File: src/rtl/irq_res_pkg.sv
package irq_res_pkg;
  parameter int unsigned DEF_SRC      = 64;
  parameter int unsigned DEF_LVL_W    = 8;
  parameter int unsigned DEF_VEC_W    = 8;
  parameter int unsigned DEF_VEC_BASE = 64;
  parameter int unsigned DEF_SPUR_VEC = 24;
endpackage

File: src/rtl/irq_eligible.sv
module irq_eligible #(
  parameter int unsigned N = irq_res_pkg::DEF_SRC
) (
  input  logic [N-1:0] pend,
  input  logic [N-1:0] frc,
  input  logic [N-1:0] en,
  input  logic [N-1:0] msk,
  output logic [N-1:0] elig
);
  for (genvar i = 0; i < N; i++) begin : g_src
    assign elig[i] = (pend[i] | frc[i]) & en[i] & ~msk[i];
  end
endmodule

File: src/rtl/irq_merge.sv
module irq_merge #(
  parameter int unsigned LVL_W = irq_res_pkg::DEF_LVL_W,
  parameter int unsigned IDX_W = 6
) (
  input  logic             lo_vld,
  input  logic [LVL_W-1:0] lo_lvl,
  input  logic [IDX_W-1:0] lo_idx,
  input  logic             hi_vld,
  input  logic [LVL_W-1:0] hi_lvl,
  input  logic [IDX_W-1:0] hi_idx,
  output logic             out_vld,
  output logic [LVL_W-1:0] out_lvl,
  output logic [IDX_W-1:0] out_idx
);
  logic take_hi;

  // the upper half holds the higher indices, so ties go to it
  assign take_hi = hi_vld && (!lo_vld || (hi_lvl >= lo_lvl));
  assign out_vld = lo_vld | hi_vld;
  assign out_lvl = take_hi ? hi_lvl : lo_lvl;
  assign out_idx = take_hi ? hi_idx : lo_idx;
endmodule

File: src/rtl/irq_tree.sv
module irq_tree #(
  parameter int unsigned N     = irq_res_pkg::DEF_SRC,
  parameter int unsigned LVL_W = irq_res_pkg::DEF_LVL_W
) (
  input  logic [N-1:0]       elig,
  input  logic [N*LVL_W-1:0] lvl_flat,
  output logic               any,
  output logic [LVL_W-1:0]   win_lvl,
  output logic [$clog2(N)-1:0] win_idx
);
  localparam int unsigned IDX_W = $clog2(N);
  localparam int unsigned DEPTH = $clog2(N);

  logic             leaf_vld [N];
  logic [LVL_W-1:0] leaf_lvl [N];
  logic [IDX_W-1:0] leaf_idx [N];

  for (genvar i = 0; i < N; i++) begin : g_leaf
    assign leaf_vld[i] = elig[i];
    assign leaf_lvl[i] = lvl_flat[i*LVL_W +: LVL_W];
    assign leaf_idx[i] = IDX_W'(i);
  end

  for (genvar s = 0; s < DEPTH; s++) begin : g_stage
    localparam int unsigned W = N >> (s + 1);
    logic             q_vld [W];
    logic [LVL_W-1:0] q_lvl [W];
    logic [IDX_W-1:0] q_idx [W];

    for (genvar j = 0; j < W; j++) begin : g_node
      logic             a_vld, b_vld;
      logic [LVL_W-1:0] a_lvl, b_lvl;
      logic [IDX_W-1:0] a_idx, b_idx;

      if (s == 0) begin : g_from_leaf
        assign a_vld = leaf_vld[2*j];
        assign a_lvl = leaf_lvl[2*j];
        assign a_idx = leaf_idx[2*j];
        assign b_vld = leaf_vld[2*j+1];
        assign b_lvl = leaf_lvl[2*j+1];
        assign b_idx = leaf_idx[2*j+1];
      end else begin : g_from_stage
        assign a_vld = g_stage[s-1].q_vld[2*j];
        assign a_lvl = g_stage[s-1].q_lvl[2*j];
        assign a_idx = g_stage[s-1].q_idx[2*j];
        assign b_vld = g_stage[s-1].q_vld[2*j+1];
        assign b_lvl = g_stage[s-1].q_lvl[2*j+1];
        assign b_idx = g_stage[s-1].q_idx[2*j+1];
      end

      irq_merge #(.LVL_W(LVL_W), .IDX_W(IDX_W)) u_merge (
        .lo_vld (a_vld), .lo_lvl (a_lvl), .lo_idx (a_idx),
        .hi_vld (b_vld), .hi_lvl (b_lvl), .hi_idx (b_idx),
        .out_vld(q_vld[j]), .out_lvl(q_lvl[j]), .out_idx(q_idx[j])
      );
    end
  end

  assign any     = g_stage[DEPTH-1].q_vld[0];
  assign win_lvl = g_stage[DEPTH-1].q_lvl[0];
  assign win_idx = g_stage[DEPTH-1].q_idx[0];
endmodule

File: src/rtl/irq_level_resolver.sv
module irq_level_resolver #(
  parameter int unsigned N_SRC    = irq_res_pkg::DEF_SRC,
  parameter int unsigned LVL_W    = irq_res_pkg::DEF_LVL_W,
  parameter int unsigned VEC_W    = irq_res_pkg::DEF_VEC_W,
  parameter int unsigned VEC_BASE = irq_res_pkg::DEF_VEC_BASE,
  parameter int unsigned SPUR_VEC = irq_res_pkg::DEF_SPUR_VEC
) (
  input  logic                   clk,
  input  logic                   rst,
  input  logic [N_SRC-1:0]       pend_i,
  input  logic [N_SRC-1:0]       force_i,
  input  logic [N_SRC-1:0]       en_i,
  input  logic [N_SRC-1:0]       mask_i,
  input  logic [N_SRC*LVL_W-1:0] lvl_i,
  output logic                   valid_o,
  output logic [LVL_W-1:0]       level_o,
  output logic [VEC_W-1:0]       vector_o
);
  localparam int unsigned IDX_W = $clog2(N_SRC);
  localparam logic [VEC_W-1:0] BASE_V = VEC_W'(VEC_BASE);
  localparam logic [VEC_W-1:0] SPUR_V = VEC_W'(SPUR_VEC);
  localparam logic [VEC_W-1:0] LAST_V = VEC_W'(VEC_BASE + N_SRC - 1);

  logic [N_SRC-1:0] elig;
  logic             any;
  logic [LVL_W-1:0] win_lvl;
  logic [IDX_W-1:0] win_idx;
  logic [LVL_W-1:0] level_d;
  logic [VEC_W-1:0] vector_d;

  irq_eligible #(.N(N_SRC)) u_elig (
    .pend(pend_i), .frc(force_i), .en(en_i), .msk(mask_i), .elig(elig)
  );

  irq_tree #(.N(N_SRC), .LVL_W(LVL_W)) u_tree (
    .elig(elig), .lvl_flat(lvl_i), .any(any), .win_lvl(win_lvl), .win_idx(win_idx)
  );

  assign level_d  = any ? win_lvl : '0;
  assign vector_d = any ? (BASE_V + VEC_W'(win_idx)) : SPUR_V;

  always_ff @(posedge clk) begin
    if (rst) begin
      valid_o  <= 1'b0;
      level_o  <= '0;
      vector_o <= SPUR_V;
    end else begin
      valid_o  <= any;
      level_o  <= level_d;
      vector_o <= vector_d;
    end
  end

  AST_WINNER_ELIGIBLE: assert property (@(posedge clk) disable iff (rst)
    valid_o |-> $past(elig[win_idx]));

  AST_VECTOR_RANGE: assert property (@(posedge clk) disable iff (rst)
    valid_o |-> (vector_o >= BASE_V && vector_o <= LAST_V));

  AST_IDLE_SPURIOUS: assert property (@(posedge clk) disable iff (rst)
    !valid_o |-> (vector_o == SPUR_V && level_o == '0));

  AST_VALID_SET: assert property (@(posedge clk) disable iff (rst)
    (|elig) |=> valid_o);

  AST_VALID_CLEAR: assert property (@(posedge clk) disable iff (rst)
    !(|elig) |=> !valid_o);
endmodule

File: config.mk
export PLATFORM = sky130hd
export DESIGN_NAME = irq_level_resolver
export DESIGN_NICKNAME = d
export VERILOG_FILES = /design/src/rtl/irq_res_pkg.sv /design/src/rtl/irq_eligible.sv /design/src/rtl/irq_merge.sv /design/src/rtl/irq_tree.sv /design/src/rtl/irq_level_resolver.sv
export SDC_FILE = /design/constraint.sdc
export NUM_CORES = 1
export LEC_CHECK = 0
export BUFFER_PORTS_ARGS = -buffer_cell sky130_fd_sc_hd__buf_2
export CAP_MARGIN = 30
export CELL_PAD_IN_SITES_DETAIL_PLACEMENT = 1
export CELL_PAD_IN_SITES_GLOBAL_PLACEMENT = 1
export CORE_AREA = 2 2 309 311
export CTS_BUF_LIST = sky130_fd_sc_hd__clkbuf_16
export CTS_CLUSTER_SIZE = 20
export DETAILED_ROUTE_END_ITERATION = 8
export DIE_AREA = 0 0 311 313
export MAX_ROUTING_LAYER = met4
export PLACE_DENSITY_LB_ADDON = 0.1
export SLEW_MARGIN = 10
export SYNTH_ARGS = -nofsm -noshare
export SYNTH_HDL_FRONTEND = slang
export SYNTH_SLANG_ARGS = --single-unit
File: constraint.sdc
create_clock -name clk -period 11.9 [get_ports clk]
set_input_delay 0.595 -clock clk [delete_from_list [all_inputs] [get_ports clk]]
set_output_delay 0.595 -clock clk [all_outputs]
set_load 0.01 [all_outputs]
# [After elaboration in Yosys (flattened, before gate mapping)]
# Cells that the tools add are included.
[word_totals] latchBits=0 out_inout_bits=17 rom_bits=0 elab_cells=703 ramBits=0 regBits=17 n_memories=0 inputBits=770
[classes] n_reduce_logical=190 n_addsub=1 magnitude_cmp=63 n_eq_ne=0 n_shift=0 bitwise_logic=320 div=0 n_mux=126 mul=0
[ops] cell=">= comparator 8 bit" n=63
[ops] cell="2-to-1 mux 8 bit" n=63
[ops] cell="2-to-1 mux 6 bit" n=31
[ops] cell="AND 1 bit" n=128
[ops] cell="bitwise OR 1 bit" n=127
[ops] cell="NOT 1 bit" n=65
[ops] cell="logical AND 1 bit" n=63
[ops] cell="logical NOT 1 bit" n=63
[ops] cell="logical OR 1 bit" n=63
[ops] cell="2-to-1 mux 1 bit" n=32
[ops] cell="adder 7 x 6 -> 8 bit, first input constant" n=1
[ops] cell="OR reduction 2 bit" n=1

# [Logic depth before layout (Yosys ltp)]
# Gate-level depths: netlist of run 1.
[depth] ltp_word=28 mapped_depth=66 depth_no_buf=61

# [Modules after synthesis]
# Synthesis of run 1 repeated with hierarchy kept, for this count alone.
[hier_totals] cells_unflattened=3064 hier_area_um2=30397.9
[modules_own_cells] mod="irq_merge at u_tree.g_stage[0].g_node[0].u_merge ..." area_per_inst_um2=464.2 cells_each=46 seq_area_each_um2=0.0 n_inst=50
[modules_own_cells] mod="irq_merge at u_tree.g_stage[2].g_node[2].u_merge ..." area_per_inst_um2=435.4 cells_each=46 seq_area_each_um2=0.0 n_inst=13
[modules_own_cells] mod="irq_eligible" area_per_inst_um2=1041.0 cells_each=128 seq_area_each_um2=0.0 n_inst=1
[modules_own_cells] mod="irq_level_resolver" area_per_inst_um2=479.2 cells_each=36 seq_area_each_um2=320.3 n_inst=1
[modules_own_cells] mod="irq_tree" area_per_inst_um2=7.5 cells_each=2 seq_area_each_um2=0.0 n_inst=1

# [Least setup slack after synthesis of run 1]
# OpenSTA, ideal clock, no wires.
[synth_timing] path_type="input-to-reg" startpoint="input port lvl_i[135]" endpoint="register level_o[1]" setup_ps=134 arrival_ps=12715 slack_ps=-949 path_stages=62 t_required_ps=11766 path_buffers=6 path_cell_list="inv_1 > ha_1 > a21oi_1 > or4b_1 > a211oi_1 > or3_1 > clkbuf_1 > mux2i_1 > ha_1 > a21o_1 > a21o_1 > a221oi_1 > a21boi_0 > o31ai_1 > a21oi_1 > or2_2 > buf_4 > mux2i_1 > [26 not listed] > a211oi_1 > a31o_2 > buf_1 > mux2i_1 > ha_1 > nand2b_1 > a21o_1 > a21o_1 > a211oi_1 > o21ai_0 > a21oi_1 > or3_1 > clkbuf_1 > inv_1 > nand2_1 > nor3_1 > o21bai_1 > or4b_1"
[synth_between] elab_chain_cells=24
[synth_rtl] item="start: declaration" line_no="irq_level_resolver.sv:14" source="input logic [N_SRC*LVL_W-1:0] lvl_i,"
[synth_rtl] item=">= comparator 8 bit" line_no="irq_merge.sv:18" source="assign take_hi = hi_vld && (!lo_vld || (hi_lvl >= lo_lvl));"
[synth_rtl] item="logical OR 1 bit" line_no="irq_merge.sv:18"
[synth_rtl] item="logical AND 1 bit" line_no="irq_merge.sv:18"
[synth_rtl] item="2-to-1 mux 8 bit *" line_no="irq_merge.sv:20" source="assign out_lvl = take_hi ? hi_lvl : lo_lvl;"
[synth_rtl] item=">= comparator 8 bit" line_no="irq_merge.sv:18"
[synth_rtl] item="logical OR 1 bit" line_no="irq_merge.sv:18"
[synth_rtl] item="logical AND 1 bit" line_no="irq_merge.sv:18"
[synth_rtl] item="2-to-1 mux 8 bit *" line_no="irq_merge.sv:20"
[synth_rtl] item="[8 not listed]"
[synth_rtl] item=">= comparator 8 bit" line_no="irq_merge.sv:18"
[synth_rtl] item="logical OR 1 bit" line_no="irq_merge.sv:18"
[synth_rtl] item="logical AND 1 bit" line_no="irq_merge.sv:18"
[synth_rtl] item="2-to-1 mux 8 bit *" line_no="irq_merge.sv:20"
[synth_rtl] item=">= comparator 8 bit" line_no="irq_merge.sv:18"
[synth_rtl] item="logical OR 1 bit" line_no="irq_merge.sv:18"
[synth_rtl] item="logical AND 1 bit" line_no="irq_merge.sv:18"
[synth_rtl] item="2-to-1 mux 8 bit *" line_no="irq_merge.sv:20"
[synth_rtl] item="end signal: assignment" line_no="irq_level_resolver.sv:49" source="level_o <= level_d;"
[synth_rtl] item="end: declaration" line_no="irq_level_resolver.sv:16" source="output logic [LVL_W-1:0] level_o,"
# Every way passes the cells marked *; elsewhere a longest branch is shown, timed or not.
# A chain may end at the register's enable or synchronous reset.

# [Worst setup path after layout of run 1]
[layout_timing] startpoint="input port lvl_i[135]" endpoint="register level_o[5]"
# The elaborated chain is that of the path after synthesis.

==> results of run 1 <==
power groups by stage:
stage / Sequential [W] / Clock [W] / Combinational (W)
2_1_floorplan: 0.000101 / 0 / 0.00186
3_3_place_gp: 0.000123 / 0 / 0.00310
3_5_place_dp: 0.000120 / 0 / 0.00312
4_1_cts: 0.000120 / 0.0000711 / 0.00316
5_1_grt: 0.000122 / 0.0000728 / 0.00381
6_report: 0.000117 / 0.0000688 / 0.00343
final cells by class:
cell class | instances | area (um2)
multi-input cells | 2494 | 20300
diodes | 9 | 22.5
fillers | 11900 | 64300
clock buffers | 3 | 75.1
inverters | 450 | 1690
flip-flops and latches | 16 | 320
repair buffers | 1033 | 5880
clock inverters | 1 | 3.75
well taps | 1265 | 1580
placed cells by master (no fill, tap or decap), drive strengths merged, types with 12 or more instances in the layout:
cell type / count
dfxtp: 16
buf: 1032
mux2i: 213
o211ai: 53
nand2b: 88
o31ai: 15
nor2: 230
ha: 490
and3: 23
a31oi: 42
nor3: 47
inv: 450
o32ai: 22
and2: 31
a211oi: 35
o21a: 62
or2: 22
o22ai: 12
nand3: 77
o21ai: 157
a211o: 19
or3: 24
a2111oi: 17
a21o: 88
nand2: 145
a21oi: 235
nor2b: 39
nand4: 23
mux2: 68
worst max-delay path, delay by kind of cell:
kind / cells / cell delay, ps
AOI/OAI and AO/OA: 26 / 4760
and+or+nand+nor: 9 / 1930
adders and majority gates: 6 / 1720
buffers and inverters: 11 / 1490
muxes: 4 / 1020
kinds of logic after synthesis:
family / count (synthesis)
and+or+nand+nor: 814
other: 1
muxes: 281
adders and majority gates: 491
buffers and inverters: 508
AOI/OAI and AO/OA: 907
DFF: 16
registers in the layout (all words and copies together), names as in the netlist:
| signal | flops |
|---|---|
| level_o | 8 |
| valid_o | 1 |
| vector_o | 7 |
per-layer routing:
metal | wire length, um | vias up
met2 | 52400 | 514
met1 | 44400 | 12100
li1 | - | 13100
met4 | 1230 | 0
met5 | 0 | -
met3 | 3780 | 64
stage by stage:
| step | instance area [um2] | setup TNS (ps) | hold slack [ps] |
|---|---|---|---|
| after CTS | 28600 | 0 | 586 |
| after detailed placement | 28400 | -6960 | 852 |
| after global placement | 28400 | -6280 | 851 |
| after floorplan | 21700 | 0 | 664 |
| after global routing | 29900 | -981 | 601 |
| final | 29900 | 0 | 606 |
repair_timing:
action	CTS	global route
gates resized for setup	20	204
pin swaps	1	43
gates cloned	0	2
setup buffers	5	52
setup endpoints to repair	12	14
hold buffers	0	0
how the worst max path moves through the flow:
stage	slack [ps]	start	end
after floorplan	8	lvl_i[262]	level_o[1]
after global placement	-590	lvl_i[135]	vector_o[2]
after detailed placement	-710	lvl_i[135]	level_o[5]
after CTS	8	lvl_i[407]	level_o[5]
after global routing	-170	lvl_i[135]	level_o[1]
final	480	lvl_i[135]	level_o[5]
==> impl_metrics.env, run 1 <==
export IMPL_core_region_area_um2=94200
export IMPL_hold_start="rst"
export IMPL_start_util_pct=22.9
export IMPL_syn_area_per_cell_um2=7.16
export IMPL_setup_ws_ps=485
export IMPL_ys_warn_count=0
export IMPL_vias_per_cell=4.88
export IMPL_antenna_left=0
export IMPL_synth_xor_area_share_pct=0
export IMPL_end_kind="flip-flop"
export IMPL_wl_per_cell_um=19.3
export IMPL_grt_pass1_vias=26600
export IMPL_synthTopCellsByCount="ha_1 (490), inv_1 (450), a21oi_1 (233)"
export IMPL_leakagePower_nw=16.0
export IMPL_min_period_ps=11420
export IMPL_crit_slowest_cell="or4b_1"
export IMPL_cp_slowest_stage_delay_ps=470
export IMPL_intPower_w=0.00168
export IMPL_clk_path_buf_depth=2
export IMPL_power_frac_comb_pct=94.9
export IMPL_crit_fanout=10
export IMPL_maxCapViolCount=0
export IMPL_gr_total_overflow=0
export IMPL_cts_root_buf="clkbuf_16"
export IMPL_cts_htree_levels=1
export IMPL_max_freq_mhz=87.6
export IMPL_vias=25700
export IMPL_grt_pass1_wl_um=152000
export IMPL_hold_viol=0
export IMPL_synth_top_area_share_pct=28.4
export IMPL_drtIter0Drc=792
export IMPL_ir_drop_uv=119
export IMPL_rows=113
export IMPL_ys_ff_latch=16
export IMPL_place_inst=5198
export IMPL_p_seq_share_pct=3.2
export IMPL_busiest_layer="met2"
export IMPL_whs_path_depth=2
export IMPL_numCtsBuffers=3
export IMPL_grt_util_met2_pct=37.6
export IMPL_place_ws_ps=-706
export IMPL_rsz0062_at_grt="true"
export IMPL_synth_fa_ha_area_share_pct=28.4
export IMPL_ys_top_cells_by_area="ha_1 (28%), mux2i_1 (9.8%), inv_1 (7.8%), a21oi_1 (5.4%), nor2_1 (4.0%)"
export IMPL_gp_congestion=0.865
export IMPL_final_util_pct=31.7
export IMPL_power_w=0.00361
export IMPL_cp_arrival_ps=11540
export IMPL_grt_use_met1_pct=24.1
export IMPL_grt_antenna_before_repair=8
export IMPL_dieArea_um2=97300
export IMPL_required_ps=12020
export IMPL_synth_mux_area_share_pct=13.5
export IMPL_report_final_slew_viol_count=0
export IMPL_post_synth_top_count_cell="ha_1"
export IMPL_drive_gt1_share_pct=33.1
export IMPL_grt_use_met3_pct=2.39
export IMPL_synth_compound_area_share_pct=28.4
export IMPL_hp_class="input pin to flip-flop"
export IMPL_ys_seq_area_share_pct=1.48
export IMPL_start_kind="input pin"
export IMPL_synthCells=3018
export IMPL_pwr_share_clk_pct=1.9
export IMPL_post_dp_hpwl_um=93800
export IMPL_tightest_slew_ps=973
export IMPL_synth_edf_count=0
export IMPL_grt_max_degree=26
export IMPL_die_w_um=311
export IMPL_min_to="vector_o[6]"
export IMPL_path_class="input pin to flip-flop"
export IMPL_p_sw_share_pct=53.5
export IMPL_ys_async_sr_fraction_pct=0
export IMPL_clk_pin_slew_ps=60
export IMPL_syn_nets=4278
export IMPL_cts_tree="built"
export IMPL_relSlewSlack_pct=34.9
export IMPL_wirelength_um=102000
export IMPL_setup_viol=0
export IMPL_final_cells=5271
export IMPL_fin_crit_sh_pct=95.9
export IMPL_synth_flop_cell="dfxtp_1"
export IMPL_fin_nets=5258
export IMPL_yosys_area_top_type="ha_1"
export IMPL_p_per_area_nw_per_um2=121
export IMPL_dr_pass1_iters=5
export IMPL_die_y_um=313
export IMPL_cts_sinks=16
export IMPL_outcome="complete, no violations"
export IMPL_io_pins=787
export IMPL_ys_types=89
export IMPL_syn2layout_area_growth_pct=38.4
export IMPL_portBuffers=785
export IMPL_crit_top_cell="a21o_1"
export IMPL_p_switching_w=0.00193
export IMPL_grtUsageTotal_pct=20.4
export IMPL_synth_top_family_by_area="adder cells"
export IMPL_yosys_area_share_simple_pct=19.2
export IMPL_drcViolationCount=0
export IMPL_synth_area_um2=21600
Power figures use the tool's default switching activity.
==> run 2, diff against run 1 <==
- SYNTH_HIERARCHICAL: default -> 1
==> run 2 against run 1 <==
Effect of this change:
- setup slack better by 760 ps
- fmax is 7.1% higher
- global-route usage decreased by 0.66 points
- largest power group unchanged
==> impl_metrics.env, run 2 <==
export IMPL_outcome="complete, no violations"
export IMPL_crit_fanout=14
export IMPL_wirelength_um=96700
export IMPL_grt_pass1_vias=26400
export IMPL_start_kind="input pin"
export IMPL_tightest_slew_ps=753
export IMPL_cts_tree="built"
export IMPL_largest_reg_flops=8
export IMPL_synth_flop_cell="dfxtp_1"
export IMPL_power_w=0.00324
export IMPL_antenna_left=0
export IMPL_fin_nets=5466
export IMPL_post_dp_hpwl_um=89300
export IMPL_drtIter0Drc=473
export IMPL_syn_area_per_cell_um2=9.92
export IMPL_ys_ff_latch=16
export IMPL_synthCells=3064
export IMPL_yosys_area_top_type="mux2_4"
export IMPL_cts_htree_levels=1
export IMPL_gp_congestion=0.831
export IMPL_core_region_area_um2=94200
export IMPL_drcViolationCount=0
export IMPL_min_period_ps=10660
export IMPL_end_kind="flip-flop"
export IMPL_gr_total_overflow=0
export IMPL_portBuffers=785
export IMPL_grt_max_degree=17
export IMPL_grtUsageTotal_pct=19.7
export IMPL_grt_pass1_wl_um=148000
export IMPL_final_common_cell="buf_2"
export IMPL_cp_arrival_ps=10790
export IMPL_max_freq_mhz=93.8
export IMPL_die_y_um=313
export IMPL_synthTopCellsByCount="inv_1 (630), mux2_4 (630), ha_1 (504)"
export IMPL_yosys_area_share_simple_pct=15.9
export IMPL_top_register="level_o"
export IMPL_dieArea_um2=97300
export IMPL_crit_slowest_cell="a22oi_4"
export IMPL_synth_edf_count=0
export IMPL_clk_pin_slew_ps=50
export IMPL_setup_ws_ps=1240
export IMPL_vias=24900
export IMPL_vias_per_cell=4.55
export IMPL_postCtsHoldBufs=0
export IMPL_synth_area_um2=30400
export IMPL_start_util_pct=32.3
export IMPL_rsz0062_at_grt="false"
export IMPL_io_pins=787
export IMPL_post_cts_resized=0
export IMPL_synth_top_area_share_pct=31.1
export IMPL_synth_fa_ha_area_share_pct=20.7
export IMPL_synth_mux_area_share_pct=40.5
export IMPL_ys_top_cells_by_area="mux2_4 (31%), ha_1 (21%), inv_1 (7.8%), mux2_2 (5.6%), mux2_1 (3.7%)"
export IMPL_crit_top_cell="ha_1"
export IMPL_relSlewSlack_pct=49.8
export IMPL_place_ws_ps=993
export IMPL_hp_class="input pin to flip-flop"
export IMPL_ir_drop_uv=123
export IMPL_clk_path_buf_depth=2
export IMPL_synth_compound_area_share_pct=10.2
export IMPL_leakagePower_nw=20.8
export IMPL_syn2layout_area_growth_pct=19.9
export IMPL_place_inst=5452
export IMPL_maxCapViolCount=0
export IMPL_fin_crit_sh_pct=89.6
export IMPL_final_util_pct=38.7
export IMPL_report_final_slew_viol_count=0
export IMPL_final_cells=5471
export IMPL_reg_top3="level_o: 8 flops, vector_o: 7 flops, valid_o: 1 flops"
export IMPL_ys_async_sr_fraction_pct=0
export IMPL_layout_common_cells="buf_2 (785), inv_1 (630), mux2_4 (630), ha_1 (504), conb_1 (385)"
export IMPL_ys_seq_area_share_pct=1.05
export IMPL_cp_slowest_stage_delay_ps=620
export IMPL_ys_warn_count=6
export IMPL_dr_pass1_iters=5
export IMPL_p_per_area_nw_per_um2=88.9
export IMPL_grt_antenna_before_repair=16
export IMPL_cts_sinks=16
export IMPL_hold_viol=0
export IMPL_wl_per_cell_um=17.7
export IMPL_fill_cells=11400
export IMPL_setup_viol=0
export IMPL_cts_setup_buffers=0
export IMPL_rows=113
export IMPL_die_w_um=311
export IMPL_numCtsBuffers=3
export IMPL_required_ps=12030
export IMPL_drive_gt1_share_pct=48.2
export IMPL_ys_types=33
export IMPL_cts_root_buf="clkbuf_16"
export IMPL_synth_xor_area_share_pct=0
export IMPL_synth_top_family_by_area="multiplexers"
export IMPL_final_setup_tns_ps=0
export IMPL_path_class="input pin to flip-flop"
## run 2: through the flow
step | hold WS (ps) | instance area [um2]
2_1_floorplan | 699 | 31800
3_3_place_gp | 995 | 36300
3_5_place_dp | 994 | 36300
4_1_cts | 727 | 36400
5_1_grt | 737 | 36500
6_report | 713 | 36500
## run 2: power by group
part	leakage, nW	internal, W	switching (W)	total, W
logic	20.6	0.00159	0.00149	0.00308
registers	0.134	0.0000781	0.0000160	0.0000941
clock network	0.0386	0.0000448	0.0000259	0.0000708
total	20.8	0.00171	0.00153	0.00324
## run 2: worst paths after layout
kind,from,endpoint,slack [ps],cells past startpoint
worst max-delay path,lvl_i[198],vector_o[3],1240,37
worst min-delay path,rst,valid_o,710,2
## run 2: cells by family after synthesis
family | Yosys count
buf+inv | 696
simple gates | 648
flops | 16
mux | 882
other cells | 3
fa+ha+maj | 504
compound gates | 315
## run 2: final cells by class
cell class,instances,area (um2),share of cell area (%)
antenna,15,37.5,0.103
tap,1265,1580,4.34
inverter,630,2360,6.49
clock inverter,1,3.75,0.0103
timing repair buffer,807,4090,11.2
clock buffer,3,75.1,0.206
sequential,16,320,0.879
multi-input combinational,2734,28000,76.7
## run 2: critical path: cells and delay by family
kind / cells / cell delay (ps)
AO/OA/AOI/OAI: 13 / 3980
multiplexers: 6 / 2290
buffers and inverters: 6 / 1090
adder cells (fa/ha/maj): 6 / 1780
AND/OR/NAND/NOR: 6 / 1010
## run 2: metal layers
layer  GRT usage (%)  part of all wire, %  up-vias
met5               -                    0        -
met3            1.79                  2.7       24
li1                -                    -    12700
met1            23.4                   44    11700
met4            1.56                 0.62        0
met2            37.3                   52      410
==> run 3, diff against run 2 <==
- CORE_AREA: 2 2 309 311 -> 2 2 303 305
- DIE_AREA: 0 0 311 313 -> 0 0 305 307
- clock period: 11.9 -> 10.95 ns (I/O delays scaled with it)
==> run 3 against run 2 <==
Effect of this change:
- combinational power grew 8.4%
- power up 8.4%
- cell count shrank 0.55%
- wire length is 1.0% lower
- critical endpoint is now vector_o[4]
- largest power group unchanged
- highest routed layer unchanged
==> impl_metrics.env, run 3 (synthesis results as in run 2) <==
export IMPL_crit_fanout=14
export IMPL_core_region_area_um2=90700
export IMPL_ir_drop_uv=156
export IMPL_io_pins=787
export IMPL_antenna_left=0
export IMPL_setup_viol=0
export IMPL_drive_gt1_share_pct=48.7
export IMPL_wirelength_um=95700
export IMPL_grt_antenna_before_repair=29
export IMPL_numCtsBuffers=3
export IMPL_place_area_um2=36600
export IMPL_hold_viol=0
export IMPL_cts_htree_levels=1
export IMPL_portBuffers=785
export IMPL_grt_max_degree=17
export IMPL_crit_slowest_cell="a22oi_2"
export IMPL_path_class="input pin to flip-flop"
export IMPL_vias=25000
export IMPL_fin_crit_sh_pct=91.5
export IMPL_clk_path_buf_depth=2
export IMPL_die_w_um=305
export IMPL_outcome="complete, no violations"
export IMPL_required_ps=11080
export IMPL_wl_per_cell_um=17.6
export IMPL_drcViolationCount=0
export IMPL_syn2layout_area_growth_pct=20.7
export IMPL_post_route_cell_area_um2=36700
export IMPL_leakagePower_nw=21.0
export IMPL_gp_congestion=0.839
export IMPL_rsz0062_at_grt="false"
export IMPL_hp_class="input pin to flip-flop"
export IMPL_tightest_slew_ps=759
export IMPL_min_period_ps=10020
export IMPL_cp_arrival_ps=10150
export IMPL_dieArea_um2=93600
export IMPL_start_kind="input pin"
export IMPL_p_per_area_nw_per_um2=95.8
export IMPL_relSlewSlack_pct=49.1
export IMPL_grt_pass1_vias=26400
export IMPL_largest_reg_flops=8
export IMPL_cts_root_buf="clkbuf_16"
export IMPL_vias_per_cell=4.59
export IMPL_final_common_cell="buf_2"
export IMPL_layout_common_cells="buf_2 (785), inv_1 (630), mux2_4 (630), ha_1 (504), conb_1 (385)"
export IMPL_rows=111
export IMPL_gr_total_overflow=0
export IMPL_dr_pass1_iters=4
export IMPL_cp_slowest_stage_delay_ps=550
export IMPL_cts_setup_buffers=0
export IMPL_final_setup_tns_ps=0
export IMPL_top_register="level_o"
export IMPL_post_cts_resized=0
export IMPL_cts_sinks=16
export IMPL_report_final_slew_viol_count=0
export IMPL_start_util_pct=33.5
export IMPL_grt_pass1_wl_um=147000
export IMPL_grtUsageTotal_pct=20.4
export IMPL_clk_pin_slew_ps=50
export IMPL_die_y_um=307
export IMPL_maxCapViolCount=0
export IMPL_end_kind="flip-flop"
export IMPL_post_dp_hpwl_um=89400
export IMPL_cts_tree="built"
export IMPL_postCtsHoldBufs=0
export IMPL_drtIter0Drc=609
export IMPL_reg_top3="level_o: 8 flops, vector_o: 7 flops, valid_o: 1 flops"
export IMPL_fin_nets=5507
export IMPL_max_freq_mhz=99.8
-- run 3: final timing paths --
kind / start / to / slack [ps] / depth (start not counted)
worst min-delay path: rst / valid_o / 660 / 2
worst max-delay path: force_i[17] / vector_o[4] / 930 / 41
-- run 3: layout make-up --
| cell class | instances | area [um2] |
|---|---|---|
| Sequential cell | 16 | 320 |
| Inverter | 630 | 2360 |
| Fill cell | 11000 | 54000 |
| Antenna cell | 23 | 57.6 |
| Tap cell | 1186 | 1480 |
| Clock inverter | 1 | 3.75 |
| Timing Repair Buffer | 848 | 4400 |
| Multi-Input combinational cell | 2734 | 28000 |
| Clock buffer | 3 | 75.1 |
-- run 3: power breakdown --
part           leakage, nW  internal, W  total (W)  switching (W)
registers            0.134    0.0000848   0.000102      0.0000175
logic                 20.8      0.00174    0.00334        0.00160
clock network       0.0387    0.0000486  0.0000741      0.0000255
-- run 3: layer usage --
metal	part of all wire, %	routed length [um]	vias to the layer above	GRT usage [%]
li1	-	-	12800	-
met1	44	42100	11700	24.0
met2	52	50000	414	38.3
met3	3.2	3030	29	2.08
met4	0.57	541	0	2.04
met5	0	0	-	-
-- run 3: worst max-delay path: cells and delay by family --
family / cells / cell delay, ps
multiplexers: 6 / 2330
AND/OR/NAND/NOR: 9 / 1550
buffers and inverters: 9 / 1500
AO/OA/AOI/OAI: 12 / 2860
adder cells (fa/ha/maj): 5 / 1300
-- run 3: through the flow --
stage / hold slack, ps / power [W] / instances / setup slack (ps) / util, %
after floorplan: 652 / 0.00268 / 3446 / 1940 / -
after global placement: 914 / 0.00340 / 5414 / 831 / 40.3
after detailed placement: 919 / 0.00343 / 5414 / 678 / 40.3
after CTS: 660 / 0.00352 / 5418 / 942 / 40.4
after global routing: 687 / 0.00386 / 5441 / 464 / 40.5
final: 657 / 0.00351 / 5441 / 929 / 40.5
